<file path="config.mk">
export PLATFORM = sky130hd
export DESIGN_NAME = ea_gen
export DESIGN_NICKNAME = d
export VERILOG_FILES = /design/src/rtl/ea_pkg.sv /design/src/rtl/ea_decode.sv /design/src/rtl/ea_disp_collect.sv /design/src/rtl/ea_addr_calc.sv /design/src/rtl/ea_gen.sv
export SDC_FILE = /design/constraint.sdc
export NUM_CORES = 1
export LEC_CHECK = 0
export ABC_CLOCK_PERIOD_IN_PS = 6400
export BUFFER_PORTS_ARGS = -buffer_cell sky130_fd_sc_hd__buf_2
export CORE_MARGIN = 3
export CORE_UTILIZATION = 53
export DETAILED_ROUTE_END_ITERATION = 8
export MAX_ROUTING_LAYER = met4
export PLACE_DENSITY_LB_ADDON = 0.25
export SYNTH_ARGS = -nofsm -noshare
export SYNTH_HDL_FRONTEND = slang
export SYNTH_HIERARCHICAL = 1
export SYNTH_SLANG_ARGS = --single-unit
</file>
<file path="constraint.sdc">
create_clock -name clk -period 6.4 [get_ports clk]
set_input_delay 0.64 -clock clk [delete_from_list [all_inputs] [get_ports clk]]
set_output_delay 0.64 -clock clk [all_outputs]
set_load 0.03 [all_outputs]
</file>
<file path="src/rtl/ea_pkg.sv">
package ea_pkg;
  localparam int REG_W      = 32;
  localparam int NUM_REGS   = 8;
  localparam int GPR_W      = REG_W * NUM_REGS;
  localparam int LANE_W     = 8;
  localparam int DISP_LANES = REG_W / LANE_W;
  localparam int LANE_IDX_W = $clog2(DISP_LANES);
  localparam int CNT_W      = 3;
  localparam int HALF_W     = REG_W / 2;

  localparam logic [2:0] R_BX = 3'd3;
  localparam logic [2:0] R_SP = 3'd4;
  localparam logic [2:0] R_BP = 3'd5;
  localparam logic [2:0] R_SI = 3'd6;
  localparam logic [2:0] R_DI = 3'd7;

  typedef enum logic [1:0] {
    ST_IDLE   = 2'd0,
    ST_SIB    = 2'd1,
    ST_DISP   = 2'd2,
    ST_FINISH = 2'd3
  } ea_state_e;

  function automatic logic [REG_W-1:0] reg_at(input logic [GPR_W-1:0] g, input logic [2:0] n);
    return g[int'(n)*REG_W +: REG_W];
  endfunction

  // Displacement length in bytes for the given encoding.
  function automatic logic [CNT_W-1:0] disp_bytes(input logic a32, input logic [1:0] md,
                                                   input logic [2:0] rm, input logic [2:0] sbase);
    logic [CNT_W-1:0] n;
    if (md == 2'd1)      n = 3'd1;
    else if (md == 2'd2) n = a32 ? 3'd4 : 3'd2;
    else if (a32)        n = ((rm == R_BP) || ((rm == R_SP) && (sbase == R_BP))) ? 3'd4 : 3'd0;
    else                 n = (rm == R_SI) ? 3'd2 : 3'd0;
    return n;
  endfunction

  function automatic logic stack_default(input logic a32, input logic [1:0] md,
                                         input logic [2:0] rm, input logic [2:0] sbase);
    logic s;
    if (!a32)              s = (rm == 3'd2) || (rm == 3'd3) || ((rm == 3'd6) && (md != 2'd0));
    else if (rm == R_SP)   s = (sbase == R_SP) || ((sbase == R_BP) && (md != 2'd0));
    else                   s = (rm == R_BP) && (md != 2'd0);
    return s;
  endfunction

  function automatic logic [HALF_W-1:0] ea16(input logic [1:0] md, input logic [2:0] rm,
                                             input logic [GPR_W-1:0] g, input logic [HALF_W-1:0] d);
    logic [HALF_W-1:0] bx, bp, si, di, base;
    bx = reg_at(g, R_BX)[HALF_W-1:0];
    bp = reg_at(g, R_BP)[HALF_W-1:0];
    si = reg_at(g, R_SI)[HALF_W-1:0];
    di = reg_at(g, R_DI)[HALF_W-1:0];
    case (rm)
      3'd0:    base = bx + si;
      3'd1:    base = bx + di;
      3'd2:    base = bp + si;
      3'd3:    base = bp + di;
      3'd4:    base = si;
      3'd5:    base = di;
      3'd6:    base = (md == 2'd0) ? '0 : bp;
      default: base = bx;
    endcase
    return base + d;
  endfunction

  function automatic logic [REG_W-1:0] ea32(input logic [1:0] md, input logic [2:0] rm,
                                            input logic [7:0] sib, input logic [GPR_W-1:0] g,
                                            input logic [REG_W-1:0] d);
    logic [REG_W-1:0] base, idx;
    if (rm == R_SP) begin
      base = ((md == 2'd0) && (sib[2:0] == R_BP)) ? '0 : reg_at(g, sib[2:0]);
      idx  = (sib[5:3] == R_SP) ? '0 : (reg_at(g, sib[5:3]) << sib[7:6]);
    end else begin
      base = ((md == 2'd0) && (rm == R_BP)) ? '0 : reg_at(g, rm);
      idx  = '0;
    end
    return base + idx + d;
  endfunction
endpackage

</file>
<file path="src/rtl/ea_decode.sv">
module ea_decode
  import ea_pkg::*;
(
  input  logic             a32,
  input  logic [1:0]       md,
  input  logic [2:0]       rm,
  input  logic [2:0]       sib_base,
  output logic             need_sib,
  output logic [CNT_W-1:0] disp_len,
  output logic             stack_sel
);
  always_comb begin
    need_sib  = a32 && (rm == R_SP);
    disp_len  = disp_bytes(a32, md, rm, sib_base);
    stack_sel = stack_default(a32, md, rm, sib_base);
  end
endmodule

</file>
<file path="src/rtl/ea_disp_collect.sv">
module ea_disp_collect
  import ea_pkg::*;
#(
  parameter int LANES = DISP_LANES,
  parameter int LW    = LANE_W,
  localparam int IW   = $clog2(LANES),
  localparam int OW   = LANES * LW
)(
  input  logic             clk,
  input  logic             rst_n,
  input  logic             clear,
  input  logic             wr_en,
  input  logic [IW-1:0]    wr_idx,
  input  logic [LW-1:0]    wr_byte,
  input  logic [CNT_W-1:0] len,
  output logic [OW-1:0]    disp_val
);
  logic [OW-1:0] raw;

  for (genvar i = 0; i < LANES; i++) begin : g_lane
    logic [LW-1:0] lane_q;
    always_ff @(posedge clk or negedge rst_n) begin
      if (!rst_n)                                  lane_q <= '0;
      else if (clear)                              lane_q <= '0;
      else if (wr_en && (wr_idx == IW'(i)))        lane_q <= wr_byte;
    end
    assign raw[i*LW +: LW] = lane_q;
  end

  always_comb begin
    case (len)
      3'd0:    disp_val = '0;
      3'd1:    disp_val = {{(OW-LW){raw[LW-1]}}, raw[LW-1:0]};
      3'd2:    disp_val = {{(OW-2*LW){1'b0}}, raw[2*LW-1:0]};
      default: disp_val = raw;
    endcase
  end

  AST_CLEAR_ZERO: assert property (@(posedge clk) disable iff (!rst_n)
    clear |=> (raw == '0));
endmodule

</file>
<file path="src/rtl/ea_addr_calc.sv">
module ea_addr_calc
  import ea_pkg::*;
(
  input  logic             a32,
  input  logic [1:0]       md,
  input  logic [2:0]       rm,
  input  logic [7:0]       sib,
  input  logic [REG_W-1:0] disp,
  input  logic [GPR_W-1:0] gpr,
  output logic [REG_W-1:0] ea
);
  always_comb begin
    if (a32) ea = ea32(md, rm, sib, gpr, disp);
    else     ea = {{(REG_W-HALF_W){1'b0}}, ea16(md, rm, gpr, disp[HALF_W-1:0])};
  end
endmodule

</file>
<file path="src/rtl/ea_gen.sv">
module ea_gen
  import ea_pkg::*;
(
  input  logic             clk,
  input  logic             rst_n,
  input  logic             start,
  input  logic             addr32,
  input  logic [1:0]       modrm_mod,
  input  logic [2:0]       modrm_rm,
  input  logic [GPR_W-1:0] gpr,
  input  logic             in_valid,
  input  logic [7:0]       in_byte,
  output logic             in_ready,
  output logic             done,
  output logic [REG_W-1:0] ea,
  output logic             stack_seg,
  output logic [CNT_W-1:0] used_bytes
);
  ea_state_e             state_q;
  logic                  a32_q;
  logic [1:0]            md_q;
  logic [2:0]            rm_q;
  logic [7:0]            sib_q;
  logic [CNT_W-1:0]      cnt_q;
  logic [LANE_IDX_W-1:0] dpos_q;

  // Named internal events
  logic accept_start, byte_fire, last_disp;
  logic dec_a32, dec_need_sib, dec_stack;
  logic [1:0] dec_md;
  logic [2:0] dec_rm, dec_sbase;
  logic [CNT_W-1:0] dec_len;
  logic [REG_W-1:0] disp_val, ea_next;

  assign in_ready     = (state_q == ST_SIB) || (state_q == ST_DISP);
  assign accept_start = start && (state_q == ST_IDLE) && (modrm_mod != 2'b11);
  assign byte_fire    = in_valid && in_ready;

  // One decoder: live fields while idle, latched fields afterwards
  assign dec_a32   = (state_q == ST_IDLE) ? addr32    : a32_q;
  assign dec_md    = (state_q == ST_IDLE) ? modrm_mod : md_q;
  assign dec_rm    = (state_q == ST_IDLE) ? modrm_rm  : rm_q;
  assign dec_sbase = (state_q == ST_SIB)  ? in_byte[2:0] : sib_q[2:0];
  assign last_disp = ({1'b0, dpos_q} == (dec_len - 3'd1));

  ea_decode u_dec (
    .a32(dec_a32), .md(dec_md), .rm(dec_rm), .sib_base(dec_sbase),
    .need_sib(dec_need_sib), .disp_len(dec_len), .stack_sel(dec_stack)
  );

  ea_disp_collect u_disp (
    .clk(clk), .rst_n(rst_n), .clear(accept_start),
    .wr_en(byte_fire && (state_q == ST_DISP)), .wr_idx(dpos_q), .wr_byte(in_byte),
    .len(dec_len), .disp_val(disp_val)
  );

  ea_addr_calc u_calc (
    .a32(a32_q), .md(md_q), .rm(rm_q), .sib(sib_q), .disp(disp_val), .gpr(gpr), .ea(ea_next)
  );

  always_ff @(posedge clk or negedge rst_n) begin
    if (!rst_n) begin
      state_q    <= ST_IDLE;
      a32_q      <= 1'b0;
      md_q       <= '0;
      rm_q       <= '0;
      sib_q      <= '0;
      cnt_q      <= '0;
      dpos_q     <= '0;
      done       <= 1'b0;
      ea         <= '0;
      stack_seg  <= 1'b0;
      used_bytes <= '0;
    end else begin
      done <= 1'b0;
      case (state_q)
        ST_IDLE: if (accept_start) begin
          a32_q  <= addr32;
          md_q   <= modrm_mod;
          rm_q   <= modrm_rm;
          cnt_q  <= '0;
          dpos_q <= '0;
          if (dec_need_sib)       state_q <= ST_SIB;
          else if (dec_len != '0) state_q <= ST_DISP;
          else                    state_q <= ST_FINISH;
        end
        ST_SIB: if (byte_fire) begin
          sib_q   <= in_byte;
          cnt_q   <= cnt_q + 3'd1;
          state_q <= (dec_len != '0) ? ST_DISP : ST_FINISH;
        end
        ST_DISP: if (byte_fire) begin
          dpos_q <= dpos_q + 1'b1;
          cnt_q  <= cnt_q + 3'd1;
          if (last_disp) state_q <= ST_FINISH;
        end
        default: begin
          done       <= 1'b1;
          ea         <= ea_next;
          stack_seg  <= dec_stack;
          used_bytes <= cnt_q;
          state_q    <= ST_IDLE;
        end
      endcase
    end
  end

  AST_NO_MOD3_ENTRY: assert property (@(posedge clk) disable iff (!rst_n)
    (state_q == ST_IDLE && start && modrm_mod == 2'b11) |=> (state_q == ST_IDLE));
  AST_DONE_PULSE: assert property (@(posedge clk) disable iff (!rst_n)
    done |=> !done);
  AST_USED_LIMIT: assert property (@(posedge clk) disable iff (!rst_n)
    done |-> (used_bytes <= 3'd5));
  AST_WRAP16: assert property (@(posedge clk) disable iff (!rst_n)
    (done && !a32_q) |-> (ea[REG_W-1:HALF_W] == '0));
  AST_SIB_ONLY32: assert property (@(posedge clk) disable iff (!rst_n)
    (state_q == ST_SIB) |-> a32_q);
endmodule

</file>
* Word-level counts from Yosys, hierarchy flattened
Cells that the tools add are included.
** Storage, ports and cells
- Bits in registers :: 90
- Input port bits :: 274
- Output and inout port bits :: 38
- Word-level logic and storage cells :: 146
** Operators by class
- Add/subtract/negate cells :: 10
- Equality and inequality tests :: 31
- Shift-type cells :: 4
- Mux-type cells :: 46
- Reductions and logical operators :: 40
** Operator list (number)
- $shiftx 256x9->32 :: 3
- $mux 32 :: 8
- $pmux 16 s7 :: 1
- $pmux 32 s3 :: 1
- $add 16x16->16 :: 5
- $add 32x32->32 :: 2
- $mux 8 :: 8
- $mux 16 :: 2
- $shl 32x2->32 :: 1
- $eq 3x3->1 const B :: 10
- $mux 3 :: 9
- $mux 2 :: 9
- $eq 3x2->1 const B :: 5
- $logic_and 1x1->1 :: 15
- $reduce_bool 2->1 :: 7
- $ne 2x2->1 const B :: 5
- $eq 2x2->1 const B :: 4
- $eq 2x1->1 const B :: 3
- $eq 3x1->1 const B :: 2
- $logic_not 2->1 :: 3
- $logic_not 3->1 :: 2
- $pmux 2 s3 :: 1
- $pmux 3 s2 :: 1
- $reduce_and 3->1 :: 2
- 13 further kinds :: 22

* Depth between registers and ports, before layout
- Depth after elaboration :: 14
- Depth in mapped cells :: 27
- Mapped depth without buffers :: 26

* By module
The synthesis kept the hierarchy.
** By module, submodules not included
- ea_addr_calc :: times used 1, cells an instance 1499, area each 12398.1 µm², sequential area each 0.0 µm²
- ea_gen :: times used 1, cells an instance 193, area each 2546.2 µm², sequential area each 1451.4 µm²
- ea_disp_collect :: times used 1, cells an instance 203, area each 1856.8 µm², sequential area each 800.8 µm²
- ea_decode :: times used 1, cells an instance 19, area each 116.4 µm², sequential area each 0.0 µm²

* Worst setup path after synthesis
OpenSTA, ideal clock, no wires.
- Kind :: register -> register
- From :: reg rm_q[0]
- To :: reg ea[15]
- Data arrival time :: 6.003 ns
- Required time :: 6.335 ns
- Slack :: 0.332 ns
- Cell stages (with the launch flop) :: 26
- Buffers on the path :: 3
- Clock period less this slack :: 6.068 ns
- Cells stage by stage :: dfrtp_1 clkbuf_1 and2_1 clkbuf_1 clkbuf_1 mux2_2 ha_1 fa_1 a21o_1 a21oi_1 o21bai_1 a2111oi_0 nor3_1 a221o_1 xor2_1 nand2_1 a21oi_1 ha_1 and3_1 a31oi_1 a21oi_1 o311ai_1 nor2_1 a221o_1 a211oi_1 mux2_2
** Between the ends
- Word-level cells in the longest chain between the ends :: 12
** RTL lines
- from (decl) :: line ea_gen.sv:22 : logic [2:0] rm_q;
- from (signal assigned) :: line ea_gen.sv:80 : rm_q <= modrm_rm;
- branches (longest 11 deep; another with $add 32x32->32)
- $mux 32 * :: line ea_addr_calc.sv:13 : if (a32) ea = ea32(md, rm, sib, gpr, disp);
- via ea_next[15] :: line ea_gen.sv:33 : logic [REG_W-1:0] disp_val, ea_next;
- to (signal assigned) :: line ea_gen.sv:99 : ea <= ea_next;
- to (decl) :: line ea_gen.sv:15 : output logic [REG_W-1:0] ea,
Mark *: on every way through the listed nets, which the timed path passes. The select of a mux whose other input is x is not followed.
A chain may end at the register's enable or synchronous reset.

* Final worst setup path
- From :: reg state_q[0]
- To :: reg ea[31]
** RTL lines
- from (decl) :: line ea_gen.sv:19 : ea_state_e state_q;
- from (signal assigned) :: line ea_gen.sv:90 : state_q <= (dec_len != '0) ? ST_DISP : ST_FINISH;
- $logic_not 2->1 * :: line ea_gen.sv:42 : assign dec_rm = (state_q == ST_IDLE) ? modrm_rm : rm_q;
- $mux 3 * :: line ea_gen.sv:42
- via dec_rm[0] :: line ea_gen.sv:31 : logic [2:0] dec_rm, dec_sbase;
- $eq 3x3->1 * :: line ea_pkg.sv:35 : else n = (rm == R_SI) ? 3'd2 : 3'd0;
- $mux 2 * :: line ea_pkg.sv:35
- $mux 3 * :: line ea_pkg.sv:34 : else if (a32) n = ((rm == R_BP) || ((rm == R_SP) && (sbase == R_BP))) ? 3'd4 : 3'd0;
- $mux 3 * :: line ea_pkg.sv:33 : else if (md == 2'd2) n = a32 ? 3'd4 : 3'd2;
- $mux 3 * :: line ea_pkg.sv:32 : if (md == 2'd1) n = 3'd1;
- via dec_len[1] :: line ea_gen.sv:32 : logic [CNT_W-1:0] dec_len;
- $eq 3x2->1 (tied with other cells) :: line ea_disp_collect.sv:31 : case (len)
- $pmux 32 s3 * :: line ea_disp_collect.sv:31
- via disp_val[1] :: line ea_gen.sv:33
- $add 32x32->32 * :: line ea_pkg.sv:79 : return base + idx + d;
- $mux 32 * :: line ea_addr_calc.sv:13
- via ea_next[31] :: line ea_gen.sv:33
The timed path passes the listed nets; every way through them passes the cells marked *.

==> impl.org <==
** Status
- Status :: finished clean

** Detailed routing
- Dividing the detail-routed wire length by the instance count gives between 20 and 25 µm.
- For this block, the initial DRC count from the detailed router was around 1600.
- The detail route stage leaves a number of antenna-violating nets equal to 0.
- Pre-antenna DRT Iters :: 6
- Dividing the detail-routed via count by the number of cells gives about 6.6.
- For this run, design rule violations remaining after detail routing come to 0.
- For this block, the routed nets add up to 58200 µm of wire.
- Detailed-route via count :: 16707

** STA
- Final hold analysis gives a worst-case slack of around 180 ps.
- Maximum frequency from static timing analysis :: around 0.16 GHz
- At the pin with the least slew margin, the transition time is roughly 1100 ps.
- Worst Clk Skew :: about 13 ps
- Final hold viol count :: 0
- Final setup margin :: 297.0 ps
- Measured against its own limit, the worst slew margin works out to 26.53%.
- For the finished layout, the period the worst path requires is 6103 ps.
- The max-slew violation total from the final report came to 0.
- After layout, the worst path uses a little over nine tenths of the clock period.
- Setup violations remaining at the end of the flow were counted as 0.

** Clock tree
- Clock tree synthesis inserted a total of 9 buffers.
- TritonCTS clock tree :: yes
- Worst skew pair latency :: around 350 ps
- Maximum clock insertion buffer count :: 2
- Clock root buffer :: sky130_fd_sc_hd__clkbuf_16
- Clk slew on worst S/H paths :: around 70 ps
- Counting every sink on the clock net gives 90.
- CTS H-tree lvls :: 3

** Floorplan
- Starting density of the core :: 54.59%
- Pin placement for this block handled 312 I/O pins.
- The die covers about 34000 µm².
- Core area :: 30990 µm²
- The initialized floorplan defines 64 standard-cell rows.
- Measured along the y axis, the die boundary spans ~180 µm.
- Die X :: 184.7 µm

** Synthesis
- Sorting the synthesized cells by how often they occur yields sky130_fd_sc_hd__nand2_1 (200), sky130_fd_sc_hd__mux2_2 (142), sky130_fd_sc_hd__mux4_2 (138).
- Synthesis inferred 90 register bits.
- For this run, the number of Yosys warnings is 6.
- Sequential area share after synthesis :: around an eighth
- After synthesis, the netlist uses 76 different library cells.
- The cell count after synthesis came out at 1914.
- In the synthesized netlist the dominant register cell turns out to be sky130_fd_sc_hd__dfrtp_1.
- The number of nets handed over by synthesis was 2309.
- Library cell occupying the most area in the post-synthesis netlist :: sky130_fd_sc_hd__mux4_2
- Number of enable-type register cells in the synthesized netlist :: 0
- The mapped netlist covers 16920 µm².
- sky130_fd_sc_hd__nand2_1 is the most common cell in the netlist.
- Mean post-synth cell area :: between 8 and 9 µm²
- In this run the biggest area consumer among cell types represents a little under a fifth of the synthesized area.
- Cells taking the most area after synthesis :: sky130_fd_sc_hd__mux4_2 (18%), sky130_fd_sc_hd__dfrtp_1 (13%), sky130_fd_sc_hd__mux2_2 (9.5%), sky130_fd_sc_hd__ha_1 (6.4%), sky130_fd_sc_hd__nand2_1 (4.4%)
- Async set or reset register ratio after synthesis :: 100.0%

** Run
- Max cap viols :: 0

** Critical path
- Following the worst setup path forward leads to its endpoint at ea[31].
- RR Startpoint :: state_q[0]
- Counting buffers and inverters, the worst setup path is 24 cells deep.
- For the worst setup path, the data arrival time is roughly 6300 ps.
- In this run the worst setup path begins at state_q[0].
- Setup slack of the most critical reg-to-reg path :: roughly 300 ps
- For the worst setup path, the data required time is around 6600 ps.
- The slowest stage of the critical path is the sky130_fd_sc_hd__fa_1 cell.
- CP Class :: reg -> reg
- Together, buffers and inverters on the worst path number 4.
- STA classifies the critical path endpoint as a flop.
- Cell class contributing the biggest share of worst-path delay :: adder cells
- The most numerous cell type found on the critical path is sky130_fd_sc_hd__inv_1.
- Endpoint of the worst-slack reg-to-reg timing path :: ea[31]
- In this design, the stage delay of the slowest critical-path cell is 540 ps.
- Cell depth of the worst flop-to-flop path :: 24
- Traced cell by cell, the critical path runs through inv_1 -> ha_2 -> mux2_2 -> nand3b_1 -> maj3_2 -> nor2_2 -> nor3_4 -> nor2b_1 -> inv_1 -> fa_1 -> inv_1 -> ha_1 -> inv_1 -> fa_1 -> nor2b_1 -> o31a_1 -> o2111ai_1 -> nand2_1 -> a21boi_1 -> a2111oi_2 -> o31a_1 -> or3_1 -> and3_1 -> mux2_2.
- Crit path max fanout :: 10
- Critical path startpoint category :: flop

** GRT
- Global routing consumed, over all layers together, 34.30% of the routing resources.
- The first global-routing pass estimated 90270 µm of wire.
- Vias in the first global route :: between 15000 and 20000
- Largest net degree at the start of global routing :: 132
- Number of antenna violations at the first check in global routing :: 4
- Residual overflow from global routing :: 0

** Power and ir drop
- Lkg Pwr :: between 8 and 9 nW
- For this design the ratio of total power to cell area is roughly 570 nW/µm².
- Worst vdd ir :: 0.0003462 V

** Placed design
- Buffers on Ports :: between 300 and 400
- Minimum setup slack after placement :: 22.68 ps
- Routability-driven placement finished with a final weighted congestion of 1.003.
- Detailed placement finished with a half-perimeter wire length of ~45000 µm.
- Post-DP Area :: around 19000 µm²

** Finish
- The filler cells instantiated in the layout total between 2000 and 3000.
- Cells with a size suffix above 1 make up approximately a third of the layout.
- With fillers left out, the area of the finished cells amounts to 19190 µm².
- Net count reported at finish :: roughly 2500
- Layout Area Growth over Synthesis :: 13.41%

** Worst hold path
- The path class of the tightest hold or removal check is in -> async.
through the flow:
step,setup TNS (ps),util (%),total power [W],cells
global route,-37.94,61.91,0.01186,2542
finish,0,61.91,0.01100,2542
global placement,0,60.75,0.01011,2521
detailed placement,0,60.75,0.01026,2521
CTS,0,61.71,0.01084,2537
floorplan,0,-,0.007873,1914
worst min path at each step:
stage,slack [ps],cells past startpoint,startpoint,end
6_report,180,1,rst_n,ea[27]
3_5_place_dp,490,1,stack_seg,stack_seg
2_1_floorplan,340,0,rst_n,a32_q
5_1_grt,180,1,rst_n,ea[20]
3_3_place_gp,480,1,ea[16],ea[16]
4_1_cts,180,1,rst_n,sib_q[3]
cell families (layout without fill, tap and decap cells):
| group | Yosys count | count (layout) | synth area share, % |
|---|---|---|---|
| and+or+nand+nor | 554 | 554 | 15.61 |
| AOI/OAI and AO/OA | 468 | 468 | 18.96 |
| muxes | 356 | 356 | 32.33 |
| buffers and inverters | 259 | 487 | 5.858 |
| adders and majority gates | 122 | 122 | 10.57 |
| DFF | 90 | 90 | 13.31 |
| xor gates and xnor gates | 65 | 65 | 3.365 |
| other | 0 | 4 | 0 |
final cells by class:
class	count	area, µm²	area share, %
Clock inverter	7	67.56	0.3522
Tap cell	396	495.5	2.582
Antenna cell	4	10.01	0.05217
Inverter	117	439.2	2.289
Multi-Input combinational cell	1565	13730	71.55
Sequential cell	90	2276	11.86
Timing Repair Buffer	354	1944	10.13
Clock buffer	9	225.2	1.174
power by group:
group          switching, W  internal (W)
Sequential         0.000274      0.000789
Combinational       0.00534       0.00407
Clock              0.000255      0.000273
cells in the final DEF (no fill, tap or decap), drive strengths merged, types with 10 or more instances in the layout:
master,synthesis,layout
mux2,144,144
nand4,10,10
xor2,24,24
a211oi,18,18
ha,86,86
mux4,138,138
a21o,47,47
buf,39,354
nand2,200,200
a221o,35,35
o22a,29,29
o21ai,118,118
nand3,44,44
nor2,122,122
a31oi,11,11
o211ai,59,59
dfrtp,90,90
nand2b,57,57
and2,25,25
mux2i,74,74
nor3,19,19
inv,117,120
nor2b,32,32
a21oi,80,80
fa,35,35
xnor2,41,41
flip-flops by register name (all words and copies together) (netlist names):
name and flops:
rm_q 3, stack_seg 1, sib_q 8, a32_q 1, dpos_q 2, u_disp/g_lane.lane_q 32
cnt_q 3, state_q 2, ea 32, md_q 2, used_bytes 3, done 1
repair_timing:
| item | 4_1_cts | 5_1_grt |
|---|---|---|
| gates resized for setup | 1 | 9 |
| endpoints found under the setup margin | 2 | 8 |
| buffers inserted | 0 | 1 |
| hold buffers | 0 | 0 |
| pin swaps | 0 | 1 |
per-layer routing:
layer / part of all wire (%) / track usage, % / vias up / wire (µm)
met1: 39 / 41.94 / 8068 / 22710
met3: 7.3 / 3.710 / 158 / 4246
li1: - / - / 7610 / -
met2: 49 / 58.19 / 871 / 28570
met5: 0 / - / - / 0
met4: 4.6 / 13.99 / 0 / 2670
Power figures use the tool's default switching activity.
